`src/rtl/wdg_pkg.sv`:
```
package wdg_pkg;

    localparam int TB_W   = 32;
    localparam int DATA_W = 32;
    localparam int ADDR_W = 4;

    localparam logic [ADDR_W-1:0] OFS_CTRL = 4'h0;
    localparam logic [ADDR_W-1:0] OFS_ARM  = 4'h4;
    localparam logic [ADDR_W-1:0] OFS_TIME = 4'h8;

    localparam int CTRL_EN_BIT   = 0;
    localparam int CTRL_RST_BIT  = 2;
    localparam int CTRL_WARN_BIT = 3;
    localparam int ARM_EN_BIT    = 0;

    typedef enum logic {
        PH_QUIET  = 1'b0,
        PH_WARNED = 1'b1
    } wd_phase_e;

    typedef struct packed {
        logic              valid;
        logic              write;
        logic [ADDR_W-1:0] addr;
        logic [DATA_W-1:0] wdata;
    } bus_req_t;

    typedef struct packed {
        logic wr_ctrl;
        logic wr_arm;
        logic warn_clr;
        logic sts_clr;
        logic arm_bit;
    } reg_cmd_t;

    function automatic logic interval_ok(int n);
        return (n >= 8) && (n <= 32);
    endfunction

    function automatic reg_cmd_t decode_write(bus_req_t r);
        reg_cmd_t c;
        logic     wr;
        wr         = r.valid && r.write;
        c.wr_ctrl  = wr && (r.addr == OFS_CTRL);
        c.wr_arm   = wr && (r.addr == OFS_ARM);
        c.warn_clr = c.wr_ctrl && r.wdata[CTRL_WARN_BIT];
        c.sts_clr  = c.wr_ctrl && r.wdata[CTRL_RST_BIT];
        c.arm_bit  = c.wr_ctrl ? r.wdata[CTRL_EN_BIT] : r.wdata[ARM_EN_BIT];
        return c;
    endfunction

endpackage

```
`src/rtl/wdg_timebase.sv`:
```
module wdg_timebase #(
    parameter int WIDTH = 32
) (
    input  logic             clk,
    input  logic             rst,
    output logic [WIDTH-1:0] count
);
    always_ff @(posedge clk) begin
        if (rst) count <= '0;
        else     count <= count + 1'b1;
    end
endmodule

```
`src/rtl/wdg_expiry.sv`:
```
module wdg_expiry #(
    parameter int INTERVAL_BITS = 8
) (
    input  logic clk,
    input  logic rst,
    input  logic active,
    output logic expire
);
    logic [INTERVAL_BITS-1:0] wd_cnt;

    // Carry out of the top interval bit marks an expiry; N=32 is a full wrap.
    always_ff @(posedge clk) begin
        if (rst || !active) wd_cnt <= '0;
        else                wd_cnt <= wd_cnt + 1'b1;
    end

    assign expire = active && (&wd_cnt);
endmodule

```
`src/rtl/wdg_enable.sv`:
```
module wdg_enable #(
    parameter bit LOCK_ONCE = 1'b0
) (
    input  logic clk,
    input  logic rst,
    input  logic wr_ctrl,
    input  logic wr_arm,
    input  logic arm_bit,
    output logic en_ctrl,
    output logic en_arm,
    output logic active
);
    logic locked;
    logic active_nx;

    assign locked = LOCK_ONCE && active;

    always_ff @(posedge clk) begin
        if (rst) begin
            en_ctrl <= 1'b0;
            en_arm  <= 1'b0;
        end else begin
            if (wr_ctrl && (arm_bit || !locked)) en_ctrl <= arm_bit;
            if (wr_arm  && (arm_bit || !locked)) en_arm  <= arm_bit;
        end
    end

    // Hysteresis: start needs both arm bits, stop needs both cleared.
    always_comb begin
        active_nx = active;
        if (en_ctrl && en_arm)              active_nx = 1'b1;
        else if (!en_ctrl && !en_arm && !locked) active_nx = 1'b0;
    end

    always_ff @(posedge clk) begin
        if (rst) active <= 1'b0;
        else     active <= active_nx;
    end
endmodule

```
`src/rtl/wdg_stage.sv`:
```
module wdg_stage #(
    parameter int RST_CYCLES = 16
) (
    input  logic clk,
    input  logic rst,
    input  logic expire,
    input  logic warn_clr,
    input  logic sts_clr,
    output logic warn,
    output logic rst_sts,
    output logic irq,
    output logic wd_reset
);
    import wdg_pkg::*;

    localparam int PW = $clog2(RST_CYCLES + 1);

    wd_phase_e      phase;
    logic [PW-1:0]  pulse_left;

    always_ff @(posedge clk) begin
        if (rst) begin
            phase      <= PH_QUIET;
            rst_sts    <= 1'b0;
            irq        <= 1'b0;
            pulse_left <= '0;
        end else begin
            irq <= expire && (phase == PH_QUIET);
            if (pulse_left != '0) pulse_left <= pulse_left - 1'b1;
            if (expire) begin
                if (phase == PH_WARNED) begin
                    phase      <= PH_QUIET;
                    rst_sts    <= 1'b1;
                    pulse_left <= PW'(RST_CYCLES);
                end else begin
                    phase <= PH_WARNED;
                end
            end else if (warn_clr) begin
                phase <= PH_QUIET;
            end
            if (sts_clr && !(expire && phase == PH_WARNED)) rst_sts <= 1'b0;
        end
    end

    assign warn     = (phase == PH_WARNED);
    assign wd_reset = (pulse_left != '0);
endmodule

```
`src/rtl/dual_stage_watchdog.sv`:
```
module dual_stage_watchdog #(
    parameter int INTERVAL_BITS = 8,
    parameter bit LOCK_ONCE     = 1'b0,
    parameter int RST_CYCLES    = 16
) (
    input  logic        clk,
    input  logic        rst,
    input  logic        req_valid,
    output logic        req_ready,
    input  logic        req_write,
    input  logic [3:0]  req_addr,
    input  logic [31:0] req_wdata,
    output logic        rsp_valid,
    output logic [31:0] rsp_rdata,
    output logic        irq,
    output logic        wd_reset
);
    import wdg_pkg::*;

    bus_req_t          req;
    reg_cmd_t          cmd;
    logic [TB_W-1:0]   tb_count;
    logic              en_ctrl, en_arm, wd_active, expire;
    logic              warn_bit, rst_sts;
    logic [DATA_W-1:0] rd_mux;

    assign req       = '{valid: req_valid, write: req_write, addr: req_addr, wdata: req_wdata};
    assign cmd       = decode_write(req);
    assign req_ready = 1'b1;

    wdg_timebase #(.WIDTH(TB_W)) u_timebase (
        .clk(clk), .rst(rst), .count(tb_count)
    );

    wdg_enable #(.LOCK_ONCE(LOCK_ONCE)) u_enable (
        .clk(clk), .rst(rst),
        .wr_ctrl(cmd.wr_ctrl), .wr_arm(cmd.wr_arm), .arm_bit(cmd.arm_bit),
        .en_ctrl(en_ctrl), .en_arm(en_arm), .active(wd_active)
    );

    wdg_expiry #(.INTERVAL_BITS(INTERVAL_BITS)) u_expiry (
        .clk(clk), .rst(rst), .active(wd_active), .expire(expire)
    );

    wdg_stage #(.RST_CYCLES(RST_CYCLES)) u_stage (
        .clk(clk), .rst(rst), .expire(expire),
        .warn_clr(cmd.warn_clr), .sts_clr(cmd.sts_clr),
        .warn(warn_bit), .rst_sts(rst_sts), .irq(irq), .wd_reset(wd_reset)
    );

    always_comb begin
        rd_mux = '0;
        case (req.addr)
            OFS_CTRL: begin
                rd_mux[CTRL_EN_BIT]   = en_ctrl;
                rd_mux[CTRL_RST_BIT]  = rst_sts;
                rd_mux[CTRL_WARN_BIT] = warn_bit;
            end
            OFS_ARM:  rd_mux[ARM_EN_BIT] = en_arm;
            OFS_TIME: rd_mux = DATA_W'(tb_count);
            default:  rd_mux = '0;
        endcase
    end

    always_ff @(posedge clk) begin
        if (rst) begin
            rsp_valid <= 1'b0;
            rsp_rdata <= '0;
        end else begin
            rsp_valid <= req.valid && !req.write;
            if (req.valid && !req.write) rsp_rdata <= rd_mux;
        end
    end
endmodule

```
`config.mk`:
```
export PLATFORM = sky130hd
export DESIGN_NAME = dual_stage_watchdog
export DESIGN_NICKNAME = d
export VERILOG_FILES = /design/src/rtl/wdg_pkg.sv /design/src/rtl/wdg_timebase.sv /design/src/rtl/wdg_expiry.sv /design/src/rtl/wdg_enable.sv /design/src/rtl/wdg_stage.sv /design/src/rtl/dual_stage_watchdog.sv
export SDC_FILE = /design/constraint.sdc
export NUM_CORES = 1
export LEC_CHECK = 0
export CAP_MARGIN = 20
export CORE_UTILIZATION = 45
export DETAILED_ROUTE_END_ITERATION = 12
export PLACE_DENSITY = 0.83
export SLEW_MARGIN = 20
export SYNTH_ARGS = -nofsm -noshare
export SYNTH_HDL_FRONTEND = slang
export SYNTH_SLANG_ARGS = --single-unit
```
`constraint.sdc`:
```
create_clock -name clk -period 2.65 [get_ports clk]
set_clock_uncertainty 0.05 [all_clocks]
set_input_delay 0.265 -clock clk [delete_from_list [all_inputs] [get_ports clk]]
set_output_delay 0.265 -clock clk [all_outputs]
set_load 0.05 [all_outputs]
```
==> reports/metrics.yaml, run 1 <==
power:
  p_per_area_nw_per_um2: 575
  cellLeakagePower_nw: 1.34
  peakVddDrop_mv: 0.322
grt:
  grt_overflow_total: 0
  grt_pass1_vias: 2613
  top_usage_layer: "met2"
  met2_usage: 0.310
  grt_use_met3: 0.0397
  antenna_found_initial: 0
  grt_start_max_net_pins: 44
  grtUsageMet1: 0.234
  grt_pass1_wl_mm: 11.6
  grt.total_usage: 0.185
layout:
  fillers: 641
  antenna_cells: 0
  area_growth_syn_to_layout_pct: 19.7
  layout.cells.non_filler: 527
  design_area_um2: 4110
  fin_nets: 467
  drive_gt1_frac: 0.0748
  fin_util: 0.561
floorplanning:
  num_rows: 31
  fp.dieW_um: 89.4
  num_io_pins: 76
  die-area_um2: 7990
  die_h_um: 89.4
  initial_core_util: 0.469
  core_area_um2: 7330
timing:
  slew_headroom: 0.488
  fmax_mhz: 421
  finalSetupTns_ps: 0
  grt_setup_unrepaired: "no"
  slew_viol_final: 0
  worst_slew_pin_slew_ps: 767
  fin_crit_sh: 0.897
  hold_viol_final: 0
  finalSetupViolCount: 0
  fin_crit_ps: 2380
cts:
  tritoncts: "yes"
  path_clk_slew_ps: 80
  cts_buffers: 9
  postCtsSetupRepairBufs: 0
  clock-sinks: 84
  h-tree-depth: 3
  clock_path_buffers: 2
  clockRootBuffer: "clkbuf_8"
  clock_latency_ps: 350
yosys:
  synth_ff_type: "dfxtp_1"
  synth_fp_nets: 431
  ys_seq_area_frac: 0.489
  yosysTopAreaCell: "dfxtp_1"
  synth_top_area_share: 0.489
  synth_seq_cells: 84
  syn-cell-area_um2: 3440
  synthMostInstantiatedCell: "dfxtp_1"
  synth.avg_cell_area_um2: 8.88
  synth_cells: 387
  yosys_warnings: 0
  synth_common_cells: "dfxtp_1 (84), nor2_1 (58), a22oi_1 (29)"
  yosys.cell_types.count: 43
  synth_edf_count: 0
  async_reset_ff_frac: 0
  synthTopCellsByArea: "dfxtp_1 (49%), a22oi_1 (6.3%), nor2_1 (6.3%)"
hold_path:
  whs_path_depth: 2
  hold_class: "reg -> reg"
  worstHoldStart: "rsp_rdata[0]"
  hold_end: "rsp_rdata[0]"
critical_path:
  startpoint_type: "flop"
  crit_family: "simple AND/OR/NAND/NOR gates"
  worst-r2r-setup-slack_ps: 520
  cp.required_ps: 2340
  worst-path-buf-inv: 2
  cp_max_fo: 5
  cpMaxStageDelayCell: "or4b_2"
  slowest_delay_ps: 670
  crit_chain: "inv_1 > ha_1 > or4b_2 > dlygate4sd2_1"
  cp-end-kind: "primary output"
  arrival_ps: 2060
  r2r_cells: 5
  worstSetupPathType: "reg -> out"
  r2r-end: "u_timebase.count[28]"
  r2r-start: "u_timebase.count[0]"
placement:
  gp_congestion: 0.837
  placed_area_um2: 3950
  port_buffers: 45
  hpwlAfterDp_mm: 4.81
  dp_cells: 511
job:
  max_cap_violations: 0
route:
  wl_per_cell_um: 13.1
  drt_iter0_drc: 82
  firstDrtPassIters: 4
  wirelength_mm: 6.91
  ant_nets: 0
  route.detailed.drc: 0
  num_vias: 2839
  via_per_inst: 5.39
status:
  status: "complete, no violations"
==> registers in the layout, summed over array words and instances (netlist names) <==
register / flops
rsp_rdata: 32
rsp_valid: 1
u_enable.active: 1
u_enable.en_arm: 1
u_enable.en_ctrl: 1
u_expiry.wd_cnt: 8
u_stage.irq: 1
u_stage.pulse_left: 5
u_stage.rst_sts: 1
u_stage.warn: 1
u_timebase.count: 32
==> worst register-to-register path, cell delays in order (launching register included) <==
cell	delay, ps
dfxtp_1	400
ha_1	260
nand4_1	250
or3_1	510
or4_1	440
a21oi_1	150
==> where the power goes <==
| group | switching [W] | leakage (nW) | internal (W) | total, W |
|---|---|---|---|---|
| clock network | 0.000434 | 0.0803 | 0.000340 | 0.000774 |
| logic | 0.000166 | 0.579 | 0.000107 | 0.000273 |
| registers | 0.0000256 | 0.678 | 0.00129 | 0.00132 |
| total | 0.000626 | 1.34 | 0.00174 | 0.00236 |
==> metal layers <==
layer  vias to the layer above  wire [µm]
li1                       1458          -
met1                      1326       3350
met2                        45       3250
met3                        10        223
met4                         0         93
met5                         -          0
==> what timing repair did <==
item,in CTS,in global routing
endpoints found under the hold margin,0,0
hold buffers,0,0
endpoints found under the setup margin,1,0
resized for setup,1,0
==> placed cells by master (no fill, tap or decap), drive strengths merged, types with 7 or more instances in the layout <==
cell type	netlist	routed
clkbuf	23	12
xor2	7	7
xnor2	10	10
a22oi	29	29
a21oi	28	28
or3	8	8
o31ai	14	14
nor3	9	9
clkdlybuf4s50	0	43
o21ai	7	7
inv	11	11
or4	18	18
buf	5	9
nor2	58	58
nand2	20	20
nand3	13	13
dfxtp	84	84
==> worst max-delay path by stage <==
stage                          start               endpoint  slack [ps]  depth (start not counted)
2_1_floorplan  u_stage.pulse_left[0]  u_stage.pulse_left[2]         750                          7
3_3_place_gp   u_stage.pulse_left[0]               wd_reset         390                          4
3_5_place_dp   u_stage.pulse_left[0]               wd_reset         370                          4
4_1_cts        u_stage.pulse_left[0]               wd_reset         260                          4
5_1_grt        u_stage.pulse_left[0]               wd_reset         180                          4
6_report       u_stage.pulse_left[0]               wd_reset         270                          4
==> per-stage QoR <==
stage	total power (W)	worst slack (ps)	hold slack, ps
after floorplan	0.00155	752	359
after global placement	0.00161	394	393
after detailed placement	0.00163	370	399
after CTS	0.00239	260	411
after global routing	0.00246	177	421
final	0.00236	273	407
==> cell type report <==
cell class,instances,area [µm²],area share
Sequential cell,84,1680,0.409
Multi-Input combinational cell,264,1600,0.389
Inverter,11,41.3,0.0100
Clock inverter,4,26.3,0.00639
Tap cell,99,124,0.0301
Clock buffer,12,135,0.0329
Timing Repair Buffer,53,504,0.123
==> cells by family (layout without fill, tap and decap cells) <==
| logic type | after synthesis | in the layout | share of synthesized area |
|---|---|---|---|
| other | 1 | 1 | 0.00109 |
| AND/OR/NAND/NOR | 151 | 151 | 0.225 |
| AO/OA/AOI/OAI | 85 | 85 | 0.162 |
| buffers and inverters | 39 | 80 | 0.0466 |
| XOR/XNOR | 17 | 17 | 0.0433 |
| adder cells (fa/ha/maj) | 4 | 4 | 0.0146 |
| multiplexers | 6 | 6 | 0.0175 |
| flip-flops | 84 | 84 | 0.489 |
Note: power is estimated with default switching activity, not from simulation.
==> run 2: changes to the inputs <==
--- a/config.mk
+++ b/config.mk
@@ -6,10 +6,11 @@
 export NUM_CORES = 1
 export LEC_CHECK = 0
 export CAP_MARGIN = 20
-export CORE_UTILIZATION = 45
+export CORE_UTILIZATION = 48
 export DETAILED_ROUTE_END_ITERATION = 12
-export PLACE_DENSITY = 0.83
+export PLACE_DENSITY = 0.87
 export SLEW_MARGIN = 20
 export SYNTH_ARGS = -nofsm -noshare
 export SYNTH_HDL_FRONTEND = slang
+export SYNTH_HIERARCHICAL = 1
 export SYNTH_SLANG_ARGS = --single-unit
==> run 2 against run 1 <==
Worst hold slack worse by 34 ps. Die area down 3.1%. Highest routed layer unchanged. Global-route usage up 3.1 points.
==> reports/metrics.yaml, run 2 <==
status:
  status: "complete, no violations"
yosys:
  ys_seq_area_frac: 0.474
  yosysTopAreaCell: "dfxtp_1"
  synth_edf_count: 0
  synth_cells: 380
  synth-compound-area-share: 0.153
  synth_top_area_share: 0.474
  synthAdderAreaFrac: 0.0141
  synth.avg_cell_area_um2: 9.34
  yosys.cell_types.count: 45
  synth_fp_nets: 424
  synthMuxAreaShare: 0.0307
  synthMostInstantiatedCell: "dfxtp_1"
  synthTopCellsByArea: "dfxtp_1 (47%), a32oi_1 (7.4%), nor2_1 (6.1%)"
  synth_seq_cells: 84
  synth_top_family_by_area: "simple AND/OR/NAND/NOR gates"
  synth-simple-area-share: 0.234
  synth-xor-area-share: 0.0346
  syn-cell-area_um2: 3550
  yosys_warnings: 6
  synth_common_cells: "dfxtp_1 (84), nor2_1 (58), a32oi_1 (30)"
  synth_ff_type: "dfxtp_1"
  async_reset_ff_frac: 0
placement:
  port_buffers: 45
  dp_cells: 502
  hpwlAfterDp_mm: 5.03
  pre_cts_slack_ps: 335
  gp_congestion: 0.775
timing:
  finalSetupTns_ps: 0
  grt_setup_unrepaired: "no"
  hold_viol_final: 0
  fin_ws_ps: 142
  finalSetupViolCount: 0
  worst_slew_pin_slew_ps: 666
  slew_viol_final: 0
  fin_crit_ps: 2510
  slew_headroom: 0.556
  fin_crit_sh: 0.947
  fmax_mhz: 399
critical_path:
  worstSetupPathType: "reg -> out"
  cp.required_ps: 2340
  cp_max_fo: 5
  arrival_ps: 2190
  cpMaxStageDelayCell: "clkdlybuf4s50_1"
  crit_chain: "inv_1 > ha_1 > or4b_4 > clkdlybuf4s50_1"
  cp-end-kind: "primary output"
  slowest_delay_ps: 730
  startpoint_type: "flop"
layout:
  final_common_cell: "dfxtp_1"
  fillers: 594
  area_growth_syn_to_layout_pct: 17.6
  layout.cells.non_filler: 518
  top_regs: "rsp_rdata: 32 flops, u_timebase/count: 32 flops, u_expiry/wd_cnt: 8 flops"
  antenna_cells: 0
  seq_area_um2: 1680
  multi_input_area_um2: 1660
  fin_nets: 461
  layout_common_cells: "dfxtp_1 (84), nor2_1 (58), clkdlybuf4s50_1 (44), a32oi_1 (30), a21oi_1 (27)"
  drive_gt1_frac: 0.0877
power:
  p_per_area_nw_per_um2: 598
  cellLeakagePower_nw: 1.35
  peakVddDrop_mv: 0.229
grt:
  antenna_found_initial: 0
  grt_pass1_wl_mm: 13.0
  grt.total_usage: 0.216
  grt_pass1_vias: 2867
  grt_overflow_total: 0
  grt_start_max_net_pins: 40
route:
  ant_nets: 0
  wirelength_mm: 7.74
  wl_per_cell_um: 14.9
  firstDrtPassIters: 5
  num_vias: 3030
  via_per_inst: 5.85
  drt_iter0_drc: 214
  route.detailed.drc: 0
floorplanning:
  die_h_um: 88.0
  fp.dieW_um: 88.0
  initial_core_util: 0.508
  core_area_um2: 6980
  num_rows: 30
  die-area_um2: 7740
  num_io_pins: 76
cts:
  clockRootBuffer: "clkbuf_8"
  cts-resized-gates: 0
  ctsHoldBuffers: 0
  cts_buffers: 9
  clock_latency_ps: 360
  tritoncts: "yes"
  clock_path_buffers: 2
  clock-sinks: 84
  postCtsSetupRepairBufs: 0
  path_clk_slew_ps: 80
  h-tree-depth: 3
hold_path:
  hold_class: "in -> reg"
job:
  max_cap_violations: 0
-- run 2: changes by cell type after synthesis, sizes merged, moves of 3 or more --
cell,delta
clkbuf,-15
nor3,-4
and4,+3
nand2,-3
o21ai,+3
nor2b,+4
mux2,+7
inv,-3
buf,+13
mux2i,-3
o31ai,-3
a22oi,-29
or4,-5
a32oi,+30
-- run 2: final cells by class --
cell class | count | share of cell area
Tap cell | 96 | 0.0288
Clock inverter | 5 | 0.0126
Multi-Input combinational cell | 262 | 0.398
Clock buffer | 11 | 0.0315
Sequential cell | 84 | 0.403
Timing Repair Buffer | 52 | 0.119
Inverter | 8 | 0.00720
-- run 2: path summary, 6_finish.rpt --
check | start | end | slack [ps] | depth (start not counted)
worst max-delay path | u_stage/pulse_left[0] | wd_reset | 140 | 4
worst min register to register | rsp_rdata[2] | rsp_rdata[2] | 400 | 2
worst max register to register | u_timebase/count[2] | u_timebase/count[31] | 290 | 4
worst min-delay path | rst | u_enable/en_arm | 370 | 2
-- run 2: per-stage QoR --
stage	cell area, µm²	utilization	power (W)	hold WS [ps]
2_1_floorplan	3550	-	0.00160	284
3_3_place_gp	3990	0.571	0.00164	390
3_5_place_dp	3990	0.571	0.00165	397
4_1_cts	4170	0.598	0.00250	378
5_1_grt	4170	0.598	0.00258	411
6_report	4170	0.598	0.00249	373
-- run 2: logic make-up (layout without fill, tap and decap cells) --
kind of cell    Yosys count  in the layout
compound gates           79             79
xor+xnor                 14             14
fa+ha+maj                 4              4
buf+inv                  34             76
flops                    84             84
mux                      10             10
other cells               1              1
simple gates            154            154
-- run 2: metal layers --
| metal | share of wire | track usage | up-vias |
|---|---|---|---|
| met4 | 0.018 | 0.118 | 0 |
| met1 | 0.44 | 0.253 | 1451 |
| met5 | 0 | 0 | - |
| met2 | 0.49 | 0.371 | 104 |
| li1 | - | - | 1462 |
| met3 | 0.052 | 0.0434 | 13 |
-- run 2: critical path, delay by kind of cell (launching register included) --
family                   cells  cell delay, ps
AND/OR/NAND/NOR              1             520
adder cells (fa/ha/maj)      1             180
flip-flops                   1             340
buffers and inverters        2             800
-- run 2: report_power, final --
part	internal (W)	switching [W]	leakage (nW)
clock network	0.000431	0.000438	0.0931
registers	0.00129	0.0000273	0.678
logic	0.000126	0.000179	0.584
==> run 3: changes to the inputs <==
--- a/config.mk
+++ b/config.mk
@@ -9,6 +9,7 @@
 export CORE_UTILIZATION = 48
 export DETAILED_ROUTE_END_ITERATION = 12
 export PLACE_DENSITY = 0.87
+export RECOVER_POWER = 25
 export SLEW_MARGIN = 20
 export SYNTH_ARGS = -nofsm -noshare
 export SYNTH_HDL_FRONTEND = slang
==> run 3 against run 2 <==
The run now ends with capacitance limit, slew limit left. Register-to-register slack about the same. Combinational power hardly changed. Total power is 0.15% lower.
==> reports/metrics.yaml, run 3 (synthesis results as in run 2) <==
critical_path:
  startpoint_type: "flop"
  arrival_ps: 2190
  cp_max_fo: 5
  r2r_cells: 4
  r2r-end: "u_timebase/count[31]"
  r2r-start: "u_timebase/count[2]"
  worstSetupPathType: "reg -> out"
  worst-r2r-setup-slack_ps: 290
  cp.required_ps: 2340
  cp-end-kind: "primary output"
route:
  wirelength_mm: 7.68
  wl_per_cell_um: 14.8
  num_vias: 3017
  via_per_inst: 5.82
  firstDrtPassIters: 4
  drt_iter0_drc: 205
  route.detailed.drc: 0
  ant_nets: 0
hold_path:
  hold_class: "reg -> reg"
  hold_end: "rsp_rdata[2]"
  worstHoldStart: "rsp_rdata[2]"
  whs_path_depth: 2
timing:
  hold_ws_ps: 403
  hold_viol_final: 0
  fin_crit_ps: 2510
  finalSetupViolCount: 0
  worst_slew_pin_slew_ps: 1560
  finalSetupTns_ps: 0
  grt_setup_unrepaired: "no"
  fin_crit_sh: 0.946
  slew_headroom: -0.0430
  fmax_mhz: 399
  slew_viol_final: 40
floorplanning:
  core_area_um2: 6980
  num_io_pins: 76
  fp.dieW_um: 88.0
  die_h_um: 88.0
  initial_core_util: 0.508
  die-area_um2: 7740
  num_rows: 30
power:
  peakVddDrop_mv: 0.229
  cellLeakagePower_nw: 1.34
  p_per_area_nw_per_um2: 599
grt:
  top_usage_layer: "met2"
  grtUsageMet1: 0.253
  grt_start_max_net_pins: 40
  grt_use_met3: 0.0434
  grt_overflow_total: 0
  met2_usage: 0.371
  grt_pass1_vias: 2867
  antenna_found_initial: 0
  grt.total_usage: 0.216
  grt_pass1_wl_mm: 13.0
layout:
  layout.cells.non_filler: 518
  fin_util: 0.596
  area_growth_syn_to_layout_pct: 17.2
  design_area_um2: 4160
  final_common_cell: "dfxtp_1"
  fin_nets: 461
  layout_common_cells: "dfxtp_1 (84), nor2_1 (58), clkdlybuf4s50_1 (44), a32oi_1 (30), a21oi_1 (27)"
  antenna_cells: 0
  top_regs: "rsp_rdata: 32 flops, u_timebase/count: 32 flops, u_expiry/wd_cnt: 8 flops"
  drive_gt1_frac: 0.0758
cts:
  clockRootBuffer: "clkbuf_8"
  ctsHoldBuffers: 0
  postCtsSetupRepairBufs: 0
  tritoncts: "yes"
  cts-resized-gates: 0
  clock_path_buffers: 2
  path_clk_slew_ps: 80
  cts_buffers: 9
  h-tree-depth: 3
  clock_latency_ps: 350
  clock-sinks: 84
status:
  status: "finished with violations"
  violations: "capacitance limit, slew limit"
placement:
  gp_congestion: 0.775
  hpwlAfterDp_mm: 5.03
  placed_area_um2: 3990
  dp_cells: 502
  port_buffers: 45
job:
  max_cap_violations: 1
==> run 3: area by class of cell <==
type	count	area, µm²
fillers	598	2820
flip-flops and latches	84	1680
multi-input cells	262	1660
repair buffers	52	485
clock buffers	11	131
well taps	96	120
clock inverters	5	52.6
inverters	8	30.0
==> run 3: power breakdown <==
group	total [W]	internal [W]	leakage, nW	switching [W]
Combinational	0.000303	0.000124	0.571	0.000178
Clock	0.000869	0.000431	0.0931	0.000438
Sequential	0.00132	0.00129	0.678	0.0000272
==> run 3: per-stage QoR <==
stage | setup WS, ps | power [W]
global route | 79.6 | 0.00258
floorplan | 616 | 0.00160
finish | 142 | 0.00249
detailed placement | 335 | 0.00165
global placement | 373 | 0.00164
CTS | 133 | 0.00250
==> run 3: how the worst max path moves through the flow <==
stage	startpoint	end	slack, ps	cells past startpoint
2_1_floorplan	u_timebase/count[0]	u_timebase/count[22]	620	6
3_3_place_gp	u_timebase/count[2]	u_timebase/count[31]	370	4
3_5_place_dp	u_timebase/count[2]	u_timebase/count[31]	340	4
4_1_cts	u_stage/pulse_left[0]	wd_reset	130	4
5_1_grt	u_stage/pulse_left[1]	wd_reset	80	4
6_report	u_stage/pulse_left[0]	wd_reset	140	4
==> run 3: per-layer routing <==
metal,wire [µm],share of wire
met5,0,0
met4,114,0.015
met3,366,0.048
met2,3790,0.49
met1,3410,0.44
==> run 3: worst max-delay path: stages, from the launching register on <==
cell and delay, ps:
dfxtp_1 340, inv_1 70, ha_1 180, or4b_4 520, clkdlybuf4s50_1 730
